<file path="src/rtl/uftx_pkg.sv">
package uftx_pkg;
   typedef enum logic [1:0] {
      ST_IDLE  = 2'd0,
      ST_LEAD  = 2'd1,
      ST_SHIFT = 2'd2,
      ST_TAIL  = 2'd3
   } uftx_state_e;
endpackage

</file>
<file path="src/rtl/uftx_hold.sv">
// One-entry holding register between the write port and the frame shifter.
module uftx_hold #(
   parameter int DATA_W = 8
) (
   input  logic              clk,
   input  logic              rst_n,
   input  logic              wr_en,
   input  logic [DATA_W-1:0] wr_data,
   input  logic              take,
   output logic              full,
   output logic [DATA_W-1:0] data
);
   always_ff @(posedge clk) begin
      if (!rst_n) begin
         full <= 1'b0;
         data <= '0;
      end else begin
         if (wr_en) data <= wr_data;
         // a write on the same edge as a take keeps the new byte
         if (wr_en)     full <= 1'b1;
         else if (take) full <= 1'b0;
      end
   end
endmodule

</file>
<file path="src/rtl/uftx_shifter.sv">
// Frame shifter: loads start/data/parity/stop, shifts ones in behind.
module uftx_shifter #(
   parameter int DATA_W     = 8,
   parameter bit HAS_PARITY = 1'b1
) (
   input  logic              clk,
   input  logic              rst_n,
   input  logic              load,
   input  logic [DATA_W-1:0] din,
   input  logic              par_en,
   input  logic              par_odd,
   input  logic              shift,
   output logic              txd
);
   localparam int FRAME_W = DATA_W + 3;

   logic [FRAME_W-1:0] sreg;
   logic [FRAME_W-1:0] frame;

   generate
      if (HAS_PARITY) begin : g_par
         logic pbit;
         assign pbit  = par_en ? ((^din) ^ par_odd) : 1'b1;
         assign frame = {1'b1, pbit, din, 1'b0};
      end else begin : g_nopar
         logic unused_par;
         assign unused_par = par_en ^ par_odd;
         assign frame      = {2'b11, din, 1'b0};
      end
   endgenerate

   always_ff @(posedge clk) begin
      if (!rst_n)     sreg <= '1;
      else if (load)  sreg <= frame;
      else if (shift) sreg <= {1'b1, sreg[FRAME_W-1:1]};
   end

   assign txd = sreg[0];
endmodule

</file>
<file path="src/rtl/uftx_seq.sv">
// Character sequencer: lead-in, bit timing, flow-control gate, enable tail.
module uftx_seq
   import uftx_pkg::*;
#(
   parameter int DATA_W = 8,
   parameter int OVS    = 16
) (
   input  logic clk,
   input  logic rst_n,
   input  logic tick,
   input  logic wr_en,
   input  logic full,
   input  logic cts,
   input  logic cts_en,
   input  logic par_en,
   output logic load,
   output logic shift,
   output logic de_act
);
   localparam int TCW = $clog2(OVS + 1);
   localparam int IW  = $clog2(DATA_W + 3);
   localparam logic [TCW-1:0] TC_LAST = TCW'(OVS - 1);
   localparam logic [TCW-1:0] TC_LEAD = TCW'(OVS);
   localparam logic [IW-1:0]  IX_PAR  = IW'(DATA_W + 2);
   localparam logic [IW-1:0]  IX_NOP  = IW'(DATA_W + 1);

   uftx_state_e    state;
   logic [TCW-1:0] tcnt;
   logic [IW-1:0]  idx;
   logic           par_q;
   logic           cts_q;
   logic           go;
   logic           bit_end;
   logic           lead_done;
   logic           at_last;
   logic           frame_end;

   assign go        = !cts_en || cts_q;
   assign bit_end   = (tcnt == TC_LAST);
   assign lead_done = (tcnt == TC_LEAD);
   assign at_last   = (idx == (par_q ? IX_PAR : IX_NOP));
   assign frame_end = (state == ST_SHIFT) && tick && bit_end && at_last;
   assign load      = tick && go && full &&
                      (((state == ST_LEAD) && lead_done) || frame_end);
   assign shift     = (state == ST_SHIFT) && tick && bit_end;
   assign de_act    = (state != ST_IDLE);

   always_ff @(posedge clk) begin
      if (!rst_n) begin
         state <= ST_IDLE;
         tcnt  <= '0;
         idx   <= '0;
         par_q <= 1'b0;
         cts_q <= 1'b0;
      end else begin
         cts_q <= cts;
         if (load) begin
            state <= ST_SHIFT;
            tcnt  <= '0;
            idx   <= '0;
            par_q <= par_en;
         end else begin
            case (state)
               ST_IDLE: begin
                  if (wr_en || full) begin
                     state <= ST_LEAD;
                     tcnt  <= '0;
                  end
               end
               ST_LEAD: begin
                  if (tick && !lead_done) tcnt <= tcnt + 1'b1;
               end
               ST_SHIFT: begin
                  if (tick) begin
                     if (bit_end) begin
                        tcnt <= '0;
                        if (at_last) begin
                           if (full) begin
                              // byte pending but gated: wait at the start point
                              state <= ST_LEAD;
                              tcnt  <= TC_LEAD;
                           end else begin
                              state <= ST_TAIL;
                           end
                        end else begin
                           idx <= idx + 1'b1;
                        end
                     end else begin
                        tcnt <= tcnt + 1'b1;
                     end
                  end
               end
               ST_TAIL: begin
                  if (wr_en || full) begin
                     state <= ST_LEAD;
                     tcnt  <= '0;
                  end else begin
                     state <= ST_IDLE;
                  end
               end
               default: state <= ST_IDLE;
            endcase
         end
      end
   end
endmodule

</file>
<file path="src/rtl/uart_flow_tx.sv">
module uart_flow_tx #(
   parameter int DATA_W     = 8,
   parameter int OVS        = 16,
   parameter bit HAS_PARITY = 1'b1
) (
   input  logic              clk,
   input  logic              rst_n,
   input  logic              wr_en,
   input  logic [DATA_W-1:0] wr_data,
   input  logic              cts_en,
   input  logic              de_low,
   input  logic              par_en,
   input  logic              par_odd,
   input  logic              tick,
   input  logic              cts,
   output logic              txd,
   output logic              de,
   output logic              tx_empty
);
   generate
      if (DATA_W < 5 || DATA_W > 9) begin : g_bad_width
         $error("uart_flow_tx: DATA_W must be 5..9");
      end
      if (OVS < 2) begin : g_bad_ovs
         $error("uart_flow_tx: OVS must be at least 2");
      end
   endgenerate

   logic              full;
   logic              load;
   logic              shift;
   logic              de_act;
   logic              par_use;
   logic [DATA_W-1:0] hold_data;

   assign par_use = HAS_PARITY && par_en;

   uftx_hold #(.DATA_W(DATA_W)) u_hold (
      .clk     (clk),
      .rst_n   (rst_n),
      .wr_en   (wr_en),
      .wr_data (wr_data),
      .take    (load),
      .full    (full),
      .data    (hold_data)
   );

   uftx_seq #(.DATA_W(DATA_W), .OVS(OVS)) u_seq (
      .clk    (clk),
      .rst_n  (rst_n),
      .tick   (tick),
      .wr_en  (wr_en),
      .full   (full),
      .cts    (cts),
      .cts_en (cts_en),
      .par_en (par_use),
      .load   (load),
      .shift  (shift),
      .de_act (de_act)
   );

   uftx_shifter #(.DATA_W(DATA_W), .HAS_PARITY(HAS_PARITY)) u_shift (
      .clk     (clk),
      .rst_n   (rst_n),
      .load    (load),
      .din     (hold_data),
      .par_en  (par_use),
      .par_odd (par_odd),
      .shift   (shift),
      .txd     (txd)
   );

   assign de       = de_act ^ de_low;
   assign tx_empty = ~full;
endmodule

</file>
<file path="config.mk">
export PLATFORM = sky130hd
export DESIGN_NAME = uart_flow_tx
export DESIGN_NICKNAME = d
export VERILOG_FILES = /design/src/rtl/uftx_pkg.sv /design/src/rtl/uftx_hold.sv /design/src/rtl/uftx_shifter.sv /design/src/rtl/uftx_seq.sv /design/src/rtl/uart_flow_tx.sv
export SDC_FILE = /design/constraint.sdc
export NUM_CORES = 1
export LEC_CHECK = 0
export BUFFER_PORTS_ARGS = -buffer_cell sky130_fd_sc_hd__buf_4
export CORE_MARGIN = 8
export CORE_UTILIZATION = 62
export DETAILED_ROUTE_END_ITERATION = 10
export PLACE_DENSITY = 0.84
export SETUP_SLACK_MARGIN = 0.05
export SLEW_MARGIN = 5
export SYNTH_ARGS = -nofsm -noshare
export SYNTH_HDL_FRONTEND = slang
export SYNTH_HIERARCHICAL = 1
export SYNTH_SLANG_ARGS = --single-unit
</file>
<file path="constraint.sdc">
create_clock -name clk -period 4.61 [get_ports clk]
set_clock_uncertainty 0.05 [all_clocks]
set_input_delay 0.6915 -clock clk [delete_from_list [all_inputs] [get_ports clk]]
set_output_delay 0.6915 -clock clk [all_outputs]
set_load 0.01 [all_outputs]
</file>
Word level (Yosys, flattened, before mapping). Index checks and enable logic that the tools add are counted.

Word-level logic and storage cells: 79. Output and inout port bits: 3. Bits in registers: 32. Input port bits: 17.

Equal/unequal tests: 16. Reductions and logical operators: 26. Multiplexer cells: 21. Bitwise gates (word level): 5. $add $sub $neg: 2.

Operators by type and width (count): $mux 5 (6); $mux 10 (2); $pmux 5 s3 (1); $mux 2 (7); $reduce_and 5->1 (2); $ne 3x2->1 const B (3); $logic_and 1x1->1 (8); $ne 2x1->1 const B (4); $reduce_xor 8->1 (1); $pmux 2 s3 (1); $reduce_bool 2->1 (3); $add 5x1->5 const B (1); $eq 5x4->1 const B (1); $eq 5x5->1 const B (1); $add 4x1->4 const B (1); $eq 2x2->1 const B (2); $eq 4x4->1 (1); $mux 1 (4); $ne 2x2->1 const B (2); $reduce_and 4->1 (1); $reduce_bool 4->1 (1); $reduce_or 2->1 (2); $logic_or 1x1->1 (3); $ne 3x3->1 const B (1); other kinds (7) (11).

Depth between registers and ports, before layout.
Word-level depth: 8. Depth in mapped cells: 10. Depth with buffers taken out: 9.

Cells and area by module. Netlist, hierarchy kept.

Modules (own cells, without submodules): uftx_seq (cells an instance 103, seq. area each 260.2 µm², area each 870.8 µm², times used 1); uftx_shifter (cells an instance 48, seq. area each 200.2 µm², area each 521.8 µm², times used 1); uftx_hold (cells an instance 28, seq. area each 180.2 µm², area each 335.3 µm², times used 1); uart_flow_tx (cells an instance 2, seq. area each 0.0 µm², area each 12.5 µm², times used 1).

Least setup slack after synthesis. Ideal clock, no wire load.

Path kind: register to register. Start: register u_seq.tcnt[0]. End: register u_shift.sreg[1]. Slack: 2.411 ns. Data arrival time: 2.021 ns. Path buffers: 1. Required time: 4.431 ns. Period minus slack after synthesis: 2.199 ns. Setup time: 0.129 ns. Cell stages (with the launch flop): 11. Path through: dfxtp_1 > ha_1 > and3_1 > ha_1 > nand3_2 > clkinv_1 > o211ai_4 > a211oi_4 > buf_2 > mux2i_1 > nand2_1.

Longest elaborated chain between the ends: 6. Elaborated cells between the ends (all ways): 9. Classes of those cells: eq/ne: 2; mux: 1; reduce/logical: 6.

RTL lines: start: declaration (line uftx_seq.sv:28) `logic [TCW-1:0] tcnt;`; start signal: assignment (line uftx_seq.sv:71) `if (tick && !lead_done) tcnt <= tcnt + 1'b1;`; start signal: assignment (line uftx_seq.sv:89) `tcnt <= tcnt + 1'b1;`; $eq 5x4->1 * (line uftx_seq.sv:39) `assign bit_end = (tcnt == TC_LAST);`; $logic_and 1x1->1 * (line uftx_seq.sv:45) `assign shift = (state == ST_SHIFT) && tick && bit_end;`; via shift (line uart_flow_tx.sv:31) `logic shift;`; $logic_and 1x1->1 * (line uftx_seq.sv:42) `assign frame_end = (state == ST_SHIFT) && tick && bit_end && at_last;`; $logic_or 1x1->1 * (line uftx_seq.sv:44) `(((state == ST_LEAD) && lead_done) || frame_end);`; $logic_and 1x1->1 * (line uftx_seq.sv:43) `assign load = tick && go && full &&`; via load (line uart_flow_tx.sv:30) `logic load;`; $mux 10 or $reduce_bool 2->1 (tied branches); end signal: assignment (line uftx_shifter.sv:34) `else if (load) sreg <= frame;`; end signal: assignment (line uftx_shifter.sv:35) `else if (shift) sreg <= {1'b1, sreg[FRAME_W-1:1]};`; end: declaration (line uftx_shifter.sv:17) `logic [FRAME_W-1:0] sreg;`.

The timed path passes the listed nets; every way through them passes the cells marked *. A chain may end at the register's enable or synchronous reset.

Final worst setup path. Same ends and word-level chain as after synthesis.

==> results.cfg <==
[worst_setup_path]
worstSetupPathType = reg2reg
cp.required_ns = 4.79
cpMostUsedCell = ha_1
path_max_fanout = 14
timing.critical_path.slowest_stage_cell = a211oi_4
timing.rr.start = u_seq/tcnt[0]
reg2reg_slack_ns = 1.86
start_kind = register
end_kind = register
reg2reg_depth = 9
path_cells = ha_1 > and3_1 > ha_1 > nand3_2 > clkinv_1 > o211ai_4 > a211oi_4 > mux2i_1 > nand2_1
rr_endpoint = u_shift/sreg[1]
cpPeakStageDelay_ns = 0.72
crit_arrival_ns = 2.93

[detailed_routing]
post_drt_wl_per_cell_um = 15.6
antenna_left = 0
drc = 0
dr.pass1.iters = 4
wl_um = 3640
vias = 1356
routed_via_density = 5.79
drtIter0Drc = 87

[cts]
h-tree-depth = 2
cts_resized = 0
cts.sinks = 32
cts_buffer_depth = 2
cts_setup_buffers = 0
cts-root-buf = clkbuf_4
clock_latency_ns = 0.34
cts_buffers = 5
postCtsHoldBufs = 0
clk_pin_slew_ns = 0.09
cts_tree = built

[sta]
final_max_slew_viol_count = 0
period_minus_slack_ns = 2.75
finalSetupViolCount = 0
finalHoldViolations = 0
worst_slew_pin_slew_ns = 0.788
fmax_ghz = 0.364
finalCritPeriodShare = 0.596
rsz0062_at_grt = false
slew-limit-headroom = 0.473
hold_slack_ns = 0.439
finalSetupTns_ns = 0

[cells_and_area]
insertedDiodeCount = 0
drive_above_1_share = 0.192
areaGrowthSynthToFinish_pct = 11.6
nNetsFinal = 228

[floorplanning]
core_region_area_mm2 = 0.00271
io_pins = 20
die_y_um = 69.0
die-area_mm2 = 0.00476
die_x_um = 69.0
start_util = 0.642
rows = 19

[yosys]
syn_nets = 206
synth_top_area_frac = 0.368
synth.distinct_cells = 44
syn-cell-area_mm2 = 0.00174
synth_area_leaders = dfxtp_1 37%, mux2i_1 10%, ha_1 5.8%
syn-instance-count = 181
synth_area_per_cell_um2 = 9.62
synthFlopType = dfxtp_1
synth.largest_area_cell = dfxtp_1
synth_seq_cells = 32
synthTopCellsByCount = 32 x dfxtp_1, 18 x mux2i_1, 17 x nand2_1, 11 x a21oi_1, 11 x nor2b_1
synth_edf_count = 0
synth.most_common_cell = dfxtp_1
synthArstFlopShare = 0
yosysSeqAreaShare = 0.368
yosysWarnings = 6

[hold_path]
min_from = u_seq/idx[2]
hold_end = u_seq/idx[2]
hold_path_depth = 2
hold_class = reg2reg

[job]
cap_violations = 0

[power]
power.switching_uw = 227
clockPowerShare = 0.219
pwr-share-comb = 0.303
p_int_uw = 446
p_seq_frac = 0.478
power.density_mw_per_mm2 = 346
swShare = 0.337
ir_drop_mv = 0.367
p_leak_uw = 0.000750

[placed_design]
place_hpwl_um = 2680
io_buffers = 19
gp_congestion = 0.873

[global_route]
grt_max_degree = 27
track_usage = 0.175
grt_pass1_wl_um = 6170
grt_pass1_vias = 1377
overflow = 0
grt_antenna_before_repair = 0

[status]
outcome = complete, no violations
[metal layers]
metal | wire length, um | global-route usage | share of wire
met1 | 1680 | 0.205 | 0.46
met2 | 1730 | 0.278 | 0.47
met3 | 179 | 0.0695 | 0.049
met4 | 57 | 0.0702 | 0.016
met5 | 0 | 0 | 0
[per-stage QoR]
step | setup slack [ns] | total power, uW | cell area [um2] | util | std cells
global route | 1.65 | 713 | 1940 | 0.717 | 234
finish | 1.86 | 673 | 1940 | 0.717 | 234
global placement | 1.99 | 520 | 1900 | 0.700 | 227
detailed placement | 1.89 | 529 | 1900 | 0.700 | 227
CTS | 1.88 | 677 | 1940 | 0.717 | 234
floorplan | 2.41 | 472 | 1740 | - | 181
[kinds of logic after synthesis]
kind of cell / Yosys count / share of synthesized area
adders and majority gates: 8 / 0.0575
DFF: 32 / 0.368
xor gates and xnor gates: 9 / 0.0532
muxes: 26 / 0.155
and+or+nand+nor: 58 / 0.187
buffers and inverters: 14 / 0.0359
AOI/OAI and AO/OA: 34 / 0.143
[worst max path at each step]
stage,startpoint,end,depth (start not counted)
after global placement,u_seq/tcnt[0],u_shift/sreg[2],9
after global routing,u_seq/tcnt[1],u_shift/sreg[1],9
after CTS,u_seq/tcnt[1],u_shift/sreg[2],9
after detailed placement,u_seq/tcnt[1],u_shift/sreg[2],9
final,u_seq/tcnt[0],u_shift/sreg[1],9
after floorplan,u_seq/tcnt[0],u_shift/sreg[1],10
[critical path, delay by kind of cell (launching register included)]
kind	cells	cell delay [ns]
flip-flops	1	0.38
adder cells (fa/ha/maj)	2	0.40
AND/OR/NAND/NOR	3	0.35
multiplexers	1	0.28
buffers and inverters	1	0.31
AO/OA/AOI/OAI	2	0.87
[power by group through the flow]
stage                     combinational [uW]  clock (uW)  sequential, uW
final                                    204         148             322
after CTS                                203         152             322
after floorplan                          149           0             322
after global placement                   194           0             326
after global routing                     224         163             326
after detailed placement                 202           0             328
[placed cells by master (no fill, tap or decap), drive strengths merged, types with 2 or more instances in the layout]
cell type | Yosys | layout
ha | 8 | 8
xor2 | 4 | 4
nand2 | 17 | 17
clkinv | 1 | 2
clkbuf | 1 | 6
inv | 9 | 9
or3 | 2 | 2
o21a | 3 | 3
nor4b | 2 | 2
mux2i | 18 | 18
a21oi | 11 | 11
mux2 | 8 | 8
nand3 | 4 | 4
dfxtp | 32 | 32
nor3 | 3 | 3
nand4 | 5 | 5
nor2 | 6 | 6
nor2b | 11 | 11
o21ai | 8 | 8
xnor2 | 4 | 4
a211oi | 2 | 2
buf | 3 | 19
[area by class of cell]
class	instances	area (um2)
clock buffers	6	41.3
clock inverters	1	5.00
fillers	232	767
inverters	10	37.5
multi-input cells	135	1040
flip-flops and latches	32	641
well taps	31	38.8
repair buffers	19	143
[sequential cells by signal, summed over array words and instances (netlist names)]
register	count
u_seq/par_q	1
u_seq/idx	4
u_hold/full	1
u_seq/cts_q	1
u_hold/data	8
u_seq/tcnt	5
u_shift/sreg	10
u_seq/state	2
Note: power is estimated with default switching activity, not from simulation.
